**src/rtl/prot_reg_pkg.sv**
```systemverilog
`timescale 1ns/1ps
package prot_reg_pkg;

  localparam int unsigned REG_W       = 8;
  localparam int unsigned BIT_PROT    = 7;
  localparam int unsigned BIT_LOCK_HI = 4;
  localparam int unsigned BIT_LOCK_LO = 3;
  localparam int unsigned BIT_RWL     = 2;
  localparam int unsigned BIT_WL      = 1;

  typedef enum logic [1:0] {
    SEQ_IDLE  = 2'd0,
    SEQ_PEND  = 2'd1,
    SEQ_ABORT = 2'd2,
    SEQ_BUSY  = 2'd3
  } seq_state_e;

  typedef struct packed {
    logic       prot_en;
    logic [1:0] lock;
  } nv_bits_t;

  // Latch-control codes carried in data bits [2:1]
  localparam logic [1:0] CODE_CLR_WL = 2'b00;
  localparam logic [1:0] CODE_SET_WL = 2'b01;
  localparam logic [1:0] CODE_SET_RW = 2'b11;

  function automatic logic [REG_W-1:0] pack_status(nv_bits_t nv, logic rwl, logic wl);
    logic [REG_W-1:0] s;
    s              = '0;
    s[BIT_PROT]    = nv.prot_en;
    s[BIT_LOCK_HI] = nv.lock[1];
    s[BIT_LOCK_LO] = nv.lock[0];
    s[BIT_RWL]     = rwl;
    s[BIT_WL]      = wl;
    return s;
  endfunction

  // Region hit from the selector and the two top array address bits
  function automatic logic region_hit(logic [1:0] lock, logic [1:0] top2);
    case (lock)
      2'b00:   return 1'b0;
      2'b01:   return (top2 == 2'b11);
      2'b10:   return top2[1];
      default: return 1'b1;
    endcase
  endfunction

endpackage

```
**src/rtl/prot_busy_timer.sv**
```systemverilog
`timescale 1ns/1ps
module prot_busy_timer #(
  parameter int unsigned CYCLES = 20
) (
  input  logic clk,
  input  logic rst_n,
  input  logic start,
  output logic active,
  output logic done
);
  localparam int unsigned CW = (CYCLES < 2) ? 1 : $clog2(CYCLES);
  localparam logic [CW-1:0] LOAD = CW'(CYCLES - 1);

  logic [CW-1:0] cnt_q, cnt_d;
  logic          act_q, act_d;
  logic          cnt_en;

  assign done = act_q && (cnt_q == '0);

  always_comb begin
    act_d  = act_q;
    cnt_d  = cnt_q;
    cnt_en = 1'b0;
    if (start) begin
      act_d  = 1'b1;
      cnt_d  = LOAD;
      cnt_en = 1'b1;
    end else if (done) begin
      act_d  = 1'b0;
    end else if (act_q) begin
      cnt_d  = cnt_q - 1'b1;
      cnt_en = 1'b1;
    end
  end

  always_ff @(posedge clk or negedge rst_n) begin
    if (!rst_n) begin
      act_q <= 1'b0;
      cnt_q <= '0;
    end else begin
      act_q <= act_d;
      if (cnt_en) cnt_q <= cnt_d;
    end
  end

  assign active = act_q;
endmodule

```
**src/rtl/prot_range_decode.sv**
```systemverilog
`timescale 1ns/1ps
module prot_range_decode
  import prot_reg_pkg::*;
#(
  parameter int unsigned ADDR_W   = 16,
  parameter int unsigned ARRAY_AW = 13
) (
  input  logic [1:0]        lock,
  input  logic              wr_req,
  input  logic [ADDR_W-1:0] addr,
  output logic              blocked
);
  localparam int unsigned TOP = ARRAY_AW - 1;

  logic [1:0] top2;

  generate
    if (ADDR_W > ARRAY_AW) begin : g_wide
      logic unused_hi_bits;
      assign unused_hi_bits = ^{addr[ADDR_W-1:ARRAY_AW], addr[TOP-2:0]};
    end else begin : g_narrow
      logic unused_lo_bits;
      assign unused_lo_bits = ^addr[TOP-2:0];
    end
  endgenerate

  assign top2    = addr[TOP -: 2];
  assign blocked = wr_req && region_hit(lock, top2);
endmodule

```
**src/rtl/prot_seq_fsm.sv**
```systemverilog
`timescale 1ns/1ps
module prot_seq_fsm
  import prot_reg_pkg::*;
#(
  parameter int unsigned     ADDR_W   = 16,
  parameter logic [ADDR_W-1:0] REG_ADDR = '1,
  parameter logic [2:0]      INIT_NV  = 3'b000
) (
  input  logic              clk,
  input  logic              rst_n,
  input  logic              reg_wr,
  input  logic [ADDR_W-1:0] reg_addr,
  input  logic [REG_W-1:0]  reg_data,
  input  logic              bus_start,
  input  logic              bus_stop,
  input  logic              hw_lock_pin,
  input  logic              tmr_done,
  output logic              tmr_start,
  output nv_bits_t          nv,
  output logic              rwl,
  output logic              wl
);
  seq_state_e st_q, st_d;
  nv_bits_t   nv_q, nv_d, pend_q, pend_d;
  logic       wl_q, wl_d, rwl_q, rwl_d;
  logic       hit, reg_locked, pend_en, nv_en;
  logic [1:0] code;
  logic       unused_data_bits;

  assign unused_data_bits = ^{reg_data[6:5], reg_data[0]};
  assign hit        = reg_wr && (reg_addr == REG_ADDR);
  assign code       = reg_data[BIT_RWL:BIT_WL];
  assign reg_locked = hw_lock_pin && nv_q.prot_en;

  always_comb begin
    st_d      = st_q;
    wl_d      = wl_q;
    rwl_d     = rwl_q;
    nv_d      = nv_q;
    pend_d    = pend_q;
    pend_en   = 1'b0;
    nv_en     = 1'b0;
    tmr_start = 1'b0;
    unique case (st_q)
      SEQ_IDLE: begin
        if (hit) begin
          if (rwl_q) begin
            if (code == CODE_SET_WL) begin
              if (reg_locked) begin
                st_d = SEQ_ABORT;
              end else begin
                pend_d.prot_en = reg_data[BIT_PROT];
                pend_d.lock    = {reg_data[BIT_LOCK_HI], reg_data[BIT_LOCK_LO]};
                pend_en        = 1'b1;
                st_d           = SEQ_PEND;
              end
            end
          end else begin
            unique case (code)
              CODE_SET_WL: wl_d = 1'b1;
              CODE_CLR_WL: wl_d = 1'b0;
              CODE_SET_RW: if (wl_q) rwl_d = 1'b1;
              default: ;
            endcase
          end
        end
      end
      SEQ_PEND: begin
        if (bus_start) begin
          st_d = SEQ_ABORT;
        end else if (bus_stop) begin
          st_d      = SEQ_BUSY;
          tmr_start = 1'b1;
        end
      end
      SEQ_ABORT: begin
        if (bus_stop) st_d = SEQ_IDLE;
      end
      SEQ_BUSY: begin
        if (tmr_done) begin
          nv_d  = pend_q;
          nv_en = 1'b1;
          rwl_d = 1'b0;
          st_d  = SEQ_IDLE;
        end
      end
      default: st_d = SEQ_IDLE;
    endcase
  end

  always_ff @(posedge clk or negedge rst_n) begin
    if (!rst_n) begin
      st_q   <= SEQ_IDLE;
      wl_q   <= 1'b0;
      rwl_q  <= 1'b0;
      nv_q   <= nv_bits_t'(INIT_NV);
      pend_q <= nv_bits_t'(INIT_NV);
    end else begin
      st_q  <= st_d;
      wl_q  <= wl_d;
      rwl_q <= rwl_d;
      if (nv_en)   nv_q   <= nv_d;
      if (pend_en) pend_q <= pend_d;
    end
  end

  assign nv  = nv_q;
  assign rwl = rwl_q;
  assign wl  = wl_q;
endmodule

```
**src/rtl/prot_reg_sequencer.sv**
```systemverilog
`timescale 1ns/1ps
module prot_reg_sequencer
  import prot_reg_pkg::*;
#(
  parameter int unsigned       ADDR_W    = 16,
  parameter logic [ADDR_W-1:0] REG_ADDR  = '1,
  parameter int unsigned       ARRAY_AW  = 13,
  parameter int unsigned       NV_CYCLES = 20,
  parameter logic [2:0]        INIT_NV   = 3'b000
) (
  input  logic              clk,
  input  logic              rst_n,
  input  logic              reg_wr,
  input  logic [ADDR_W-1:0] reg_addr,
  input  logic [7:0]        reg_data,
  input  logic              bus_start,
  input  logic              bus_stop,
  input  logic              hw_lock_pin,
  input  logic              arr_wr_req,
  input  logic [ADDR_W-1:0] arr_addr,
  output logic              arr_wr_block,
  output logic              busy,
  output logic [7:0]        status
);
  nv_bits_t nv;
  logic     rwl, wl, tmr_start, tmr_done;

  prot_seq_fsm #(
    .ADDR_W   (ADDR_W),
    .REG_ADDR (REG_ADDR),
    .INIT_NV  (INIT_NV)
  ) u_fsm (
    .clk         (clk),
    .rst_n       (rst_n),
    .reg_wr      (reg_wr),
    .reg_addr    (reg_addr),
    .reg_data    (reg_data),
    .bus_start   (bus_start),
    .bus_stop    (bus_stop),
    .hw_lock_pin (hw_lock_pin),
    .tmr_done    (tmr_done),
    .tmr_start   (tmr_start),
    .nv          (nv),
    .rwl         (rwl),
    .wl          (wl)
  );

  prot_busy_timer #(.CYCLES(NV_CYCLES)) u_timer (
    .clk    (clk),
    .rst_n  (rst_n),
    .start  (tmr_start),
    .active (busy),
    .done   (tmr_done)
  );

  prot_range_decode #(
    .ADDR_W   (ADDR_W),
    .ARRAY_AW (ARRAY_AW)
  ) u_decode (
    .lock    (nv.lock),
    .wr_req  (arr_wr_req),
    .addr    (arr_addr),
    .blocked (arr_wr_block)
  );

  assign status = pack_status(nv, rwl, wl);
endmodule

```
**config.mk**
```make
export PLATFORM = sky130hd
export DESIGN_NAME = prot_reg_sequencer
export DESIGN_NICKNAME = d
export VERILOG_FILES = /design/src/rtl/prot_reg_pkg.sv /design/src/rtl/prot_busy_timer.sv /design/src/rtl/prot_range_decode.sv /design/src/rtl/prot_seq_fsm.sv /design/src/rtl/prot_reg_sequencer.sv
export SDC_FILE = /design/constraint.sdc
export NUM_CORES = 1
export LEC_CHECK = 0
export ABC_CLOCK_PERIOD_IN_PS = 2500
export BUFFER_PORTS_ARGS = -buffer_cell sky130_fd_sc_hd__buf_4
export CORE_MARGIN = 2
export CORE_UTILIZATION = 44
export DETAILED_ROUTE_END_ITERATION = 6
export PLACE_DENSITY = 0.9
export SYNTH_ARGS = -nofsm -noshare
export SYNTH_HDL_FRONTEND = slang
export SYNTH_SLANG_ARGS = --single-unit
```
**constraint.sdc**
```tcl
create_clock -name clk -period 2.5 [get_ports clk]
set_clock_uncertainty 0.1 [all_clocks]
set_input_delay 0.125 -clock clk [delete_from_list [all_inputs] [get_ports clk]]
set_output_delay 0.125 -clock clk [all_outputs]
set_load 0.005 [all_outputs]
```
Yosys cells after proc, flatten, opt, wreduce, memory -nomap -nowiden
Index checks and enable logic that the tools add are counted.

word-level totals
  flip-flop bits (word level) = 16
  word-level logic and storage cells = 80

cells by class
  add/sub/neg operators = 1
  equality and inequality tests = 16
  bitwise logic cells = 2
  reductions and logical operators = 18
  muxes and demuxes = 34

operators with widths
  kind                                                 count
  two-way mux 1 bit                                    19
  equality test 16 bit, second input constant          1
  two-way mux 2 bit                                    8
  two-way mux 5 bit                                    3
  AND reduction 6 bit                                  2
  equality test 2 bit, second input constant           5
  AND reduction 3 bit                                  3
  one-hot mux 2 bit (4 select lines)                   1
  nonzero test 2 bit                                   4
  equality test 2 x 1 -> 1 bit, second input constant  3
  logical NOT 2 bit                                    3
  != test 2 x 1 -> 1 bit, second input constant        3
  != test 2 bit, second input constant                 3
  logical NOT 5 bit                                    1
  subtractor 5 x 1 -> 5 bit, second input constant     1
  logical AND 1 bit                                    4
  one-hot mux 1 bit (2 select lines)                   2
  AND reduction 4 bit                                  1
  != test 3 bit, second input constant                 1
  one-hot mux 1 bit (3 select lines)                   1
  NOT 1 bit                                            2

Longest topological paths before layout
  depth after elaboration = 7
  depth in mapped cells = 6
  mapped depth without buffers = 6

Modules after synthesis
Synthesis repeated with hierarchy kept, for this count alone.

unflattened totals
  cells, all modules = 87
  area, all modules = 909.6 µm²

modules (own cells, without submodules)
  module              cells each  area each (µm²)  times used  seq. area each (µm²)
  prot_seq_fsm        47          544.3            1           250.2
  prot_busy_timer     31          306.5            1           150.1
  prot_reg_sequencer  6           41.3             1           0.0
  prot_range_decode   3           17.5             1           0.0

Worst setup path after synthesis
Ideal clock, no wire load.

  path type = flip-flop to flip-flop
  start = register u_timer.cnt_q[0]
  end = register u_timer.cnt_q[4]
  cell stages (with the launch flop) = 7
  setup slack = 891 ps
  buffers on the path = 0
  period minus slack after synthesis = 1609 ps
  required time = 2276 ps
  arrival time = 1385 ps
  cells stage by stage = dfrtp_1 > inv_1 > ha_1 > or4b_4 > nand4_1 > xor2_1 > nand2_1

between the ends
  word-level cells in the longest chain between the ends = 5
  elaborated cells between the ends (all ways) = 10

RTL lines
  item                                                                               RTL line               source
  from (decl)                                                                        prot_busy_timer.sv:14  logic [CW-1:0] cnt_q, cnt_d;
  from (signal assigned)                                                             prot_busy_timer.sv:42  if (cnt_en) cnt_q <= cnt_d;
  parallel branches: the longest is 5 deep, another holds subtractor 5 x 1 -> 5 bit  --

Several ways; the timed one is not identified. The select of a mux whose other input is x is not followed.
A chain may end at the register's enable or synchronous reset.

Final worst setup path
  start = register u_timer.cnt_q[0]
  end = register u_fsm.nv_q (netlist bit u_fsm.nv[0])

between the ends
  word-level cells in the longest chain between the ends = 5

RTL lines
  item                               RTL line               source
  logical NOT 5 bit (*)              prot_busy_timer.sv:18  assign done = act_q && (cnt_q == '0);
  logical AND 1 bit (*)              prot_busy_timer.sv:18
  two-way mux 1 bit                  prot_seq_fsm.sv:80     if (tmr_done) begin
  two-way mux 1 bit                  prot_seq_fsm.sv:44     unique case (st_q)
  AND reduction 3 bit (no line) (*)  --
  to (signal assigned)               prot_seq_fsm.sv:96     nv_q <= nv_bits_t'(INIT_NV);
  to (signal assigned)               prot_seq_fsm.sv:102    if (nv_en) nv_q <= nv_d;
  to (decl)                          prot_seq_fsm.sv:24     nv_bits_t nv_q, nv_d, pend_q, pend_d;

Mark *: on every way between the ends. The rest lies on a longest branch, timed or not.

==> results.md <==
* Clock share of power at 0.348
* Fin crit period at between 1.5 and 2 ns
* Comb power frac at 0.114
* Final worst-path cycle share at 0.711
* Hold WS at 0.0565 ns
* Antenna Violating Nets Remaining at 0
* Hold path cells at 3
* Maxcap violations at 0
* Met2 usage at 0.311
* Worst vdd ir at about 0.35 mV
* Pleak at 0.647 nW
* Final hold viol count at 0
* Clk_lat worst skew at 0.29 ns
* Total CTS buffers at 3
* Hpwl dp at ~1500 um
* Mapped Cells at 88
* DRC errors left at 0
* Crit Path Class: reg2reg
* Via-to-Cell Ratio at approximately 5.2
* Layer carrying the most global-route usage: met2
* FF-to-FF path depth at 5
* FMAX at 0.562 GHz
* Yosys reg bits at 16
* DR pass1 iterations at 4
* Met3 usage at 0.0429
* Setup repair bufs after CTS at 0
* Initial Util at 0.458
* Synth top area share at 0.450
* Most frequent cells in the layout: buf_4, dfrtp_1, nand4_1, nand2_1
* Worst-path clk slew at roughly 0.090 ns
* Ys async rst share at 1.00
* Total negative slack at 0 ns
* Number of I/O port buffers at 36
* Area Overhead vs Synth at 40.5%
* Ports at 57
* Die Ht at 49.0 um
* H-tree depth at 1
* RSZ-0062 raised after global routing: false
* Register share of total power at 0.538
* Final Max Slew Viols at 0
* Met1 usage at 0.203
* Number of flops mapped to enable cells by yosys at 0
* Critical path's slowest cell: dfrtp_1
* Main flop type after synthesis: dfrtp_1
* Synth warnings at 0
* Worst Min Path Start: hw_lock_pin
* Core Area at 0.00194 mm^2
* Worst Hold Class: in2reg
* Grt total ovfl at 0
* Die area at 0.00240 mm^2
* Tot Pwr at approximately 0.48 mW
* Initial antenna violation count at 0
* Row count at 16
* Mapped Area at 890 um^2
* Status: complete, no violations
* R2R Path End: u_fsm.nv[0]
* N_diodes at 0
* Switching part of the total power at 0.203
* CTS tree: built
* Setup-failing EPs final at 0
* Hold Path End: u_fsm.st_q[1]
* Root Buffer: clkbuf_4
* Max Root-Sink Buffers at 2
* Flop-to-flop setup slack at 0.72 ns
* Number of distinct library cells after synthesis at 27
* Worst path required time at 2.57 ns
* Most common cell after layout, fill and taps aside: buf_4
* Crit Path Max Fanout at 5
* Drt initial violations at 15
* Worst Setup SP: u_timer.cnt_q[0]
* Largest net degree at the start of global routing at 17
* CTS sink cnt at 16
* First-pass GRT wire length at roughly 3300 um
* Share of cells above drive strength 1 at 0.385
* Worst EP arrival at 1.85 ns
* Final core utilization at 0.644
* P_int at 0.383 mW
* Vias in the first global route at 815
* Placer Congestion at around 0.84
* Leading area contributor after synthesis: dfrtp_1
* Die extent in x at 49.0 um
* Worst Setup End Kind: flop
* R2R Path Start: u_timer.cnt_q[0]
* Power density cells at 385 mW/mm^2
* Net Sw Power at 0.0975 mW
* Sequential-to-total area share from yosys stat at 0.450
* Avg Inst Size Synth at between 10 and 15 um^2
* Gr usage total at 0.173
* Nets at 180
* Worst setup SP type: flop
* Routed WL at 1910 um
* Top post-synthesis cells by area: dfrtp_1, mux2_2, nand4_1, buf_4, nand3_1
* Via Count at 818
* Largest stage delay on the critical path at 0.39 ns
* Critical path cell sequence: inv_1, ha_1, nor4b_2, nand4_1, mux2_2
* WL/cell at 12.2 um
## worst max-delay path by stage
stage | endpoint | slack [ns]
after floorplan | u_timer.cnt_q[4] | 0.89
after global placement | u_fsm.nv[0] | 0.79
after detailed placement | u_fsm.nv[0] | 0.75
after CTS | u_fsm.nv[0] | 0.71
after global routing | u_fsm.nv[0] | 0.59
final | u_fsm.nv[0] | 0.72
## power by group through the flow
stage	Clock, mW	Sequential (mW)	Combinational (mW)
after floorplan	0	0.264	0.00864
after global placement	0	0.264	0.0473
after detailed placement	0	0.264	0.0487
after CTS	0.174	0.259	0.0550
after global routing	0.182	0.259	0.0608
final	0.167	0.259	0.0549
## registers in the layout, indices dropped and copies added (netlist names)
name / flops
u_fsm.nv: 3
u_fsm.pend_q: 3
u_fsm.rwl: 1
u_fsm.st_q: 2
u_fsm.wl: 1
u_timer.active: 1
u_timer.cnt_q: 5
## through the flow
| stage | std cells | area (um^2) | setup slack [ns] |
|---|---|---|---|
| after floorplan | 90 | 897 | 0.891 |
| after global placement | 148 | 1160 | 0.790 |
| after detailed placement | 148 | 1160 | 0.751 |
| after CTS | 157 | 1250 | 0.709 |
| after global routing | 157 | 1250 | 0.587 |
| final | 157 | 1250 | 0.722 |
## critical path: cells and delay by family (launching register included)
| kind | cells | cell delay [ns] |
|---|---|---|
| simple gates | 2 | 0.52 |
| buf+inv | 1 | 0.11 |
| mux | 1 | 0.35 |
| flops | 1 | 0.39 |
| fa+ha+maj | 1 | 0.18 |
## cell usage after synthesis, types with 2 or more instances
cell,n
dfrtp_1,16
nand4_1,9
nand2_1,7
mux2_2,6
nand3_1,6
buf_4,5
inv_1,5
nor2_1,5
o21ai_0,4
nor3_1,3
xor2_1,3
and3_1,2
and4_1,2
ha_1,2
## cell type report
| class | count | area (um^2) |
|---|---|---|
| inverter | 5 | 18.8 |
| tap | 27 | 33.8 |
| multi-input combinational | 64 | 440 |
| timing repair buffer | 41 | 320 |
| fill | 164 | 692 |
| sequential | 16 | 400 |
| clock buffer | 4 | 36.3 |
## cells by family after synthesis
family,synth area share
buffers and inverters,0.0633
xor gates and xnor gates,0.0394
DFF,0.450
muxes,0.0886
adders and majority gates,0.0281
AOI/OAI and AO/OA,0.0563
and+or+nand+nor,0.270
other,0.00422
## routing by layer
metal / share of wire / vias up / routed length, um
met5: 0 / - / 0
met4: 0.024 / 0 / 46
met3: 0.052 / 7 / 99
met2: 0.56 / 27 / 1060
met1: 0.37 / 384 / 702
li1: - / 400 / -
## what timing repair did
item                                   CTS  global route
endpoints found under the hold margin   20             0
hold buffers                             5             0
setup endpoints to repair                0             0
gates resized for setup                  0             0
Note: power is estimated with default switching activity, not from simulation.
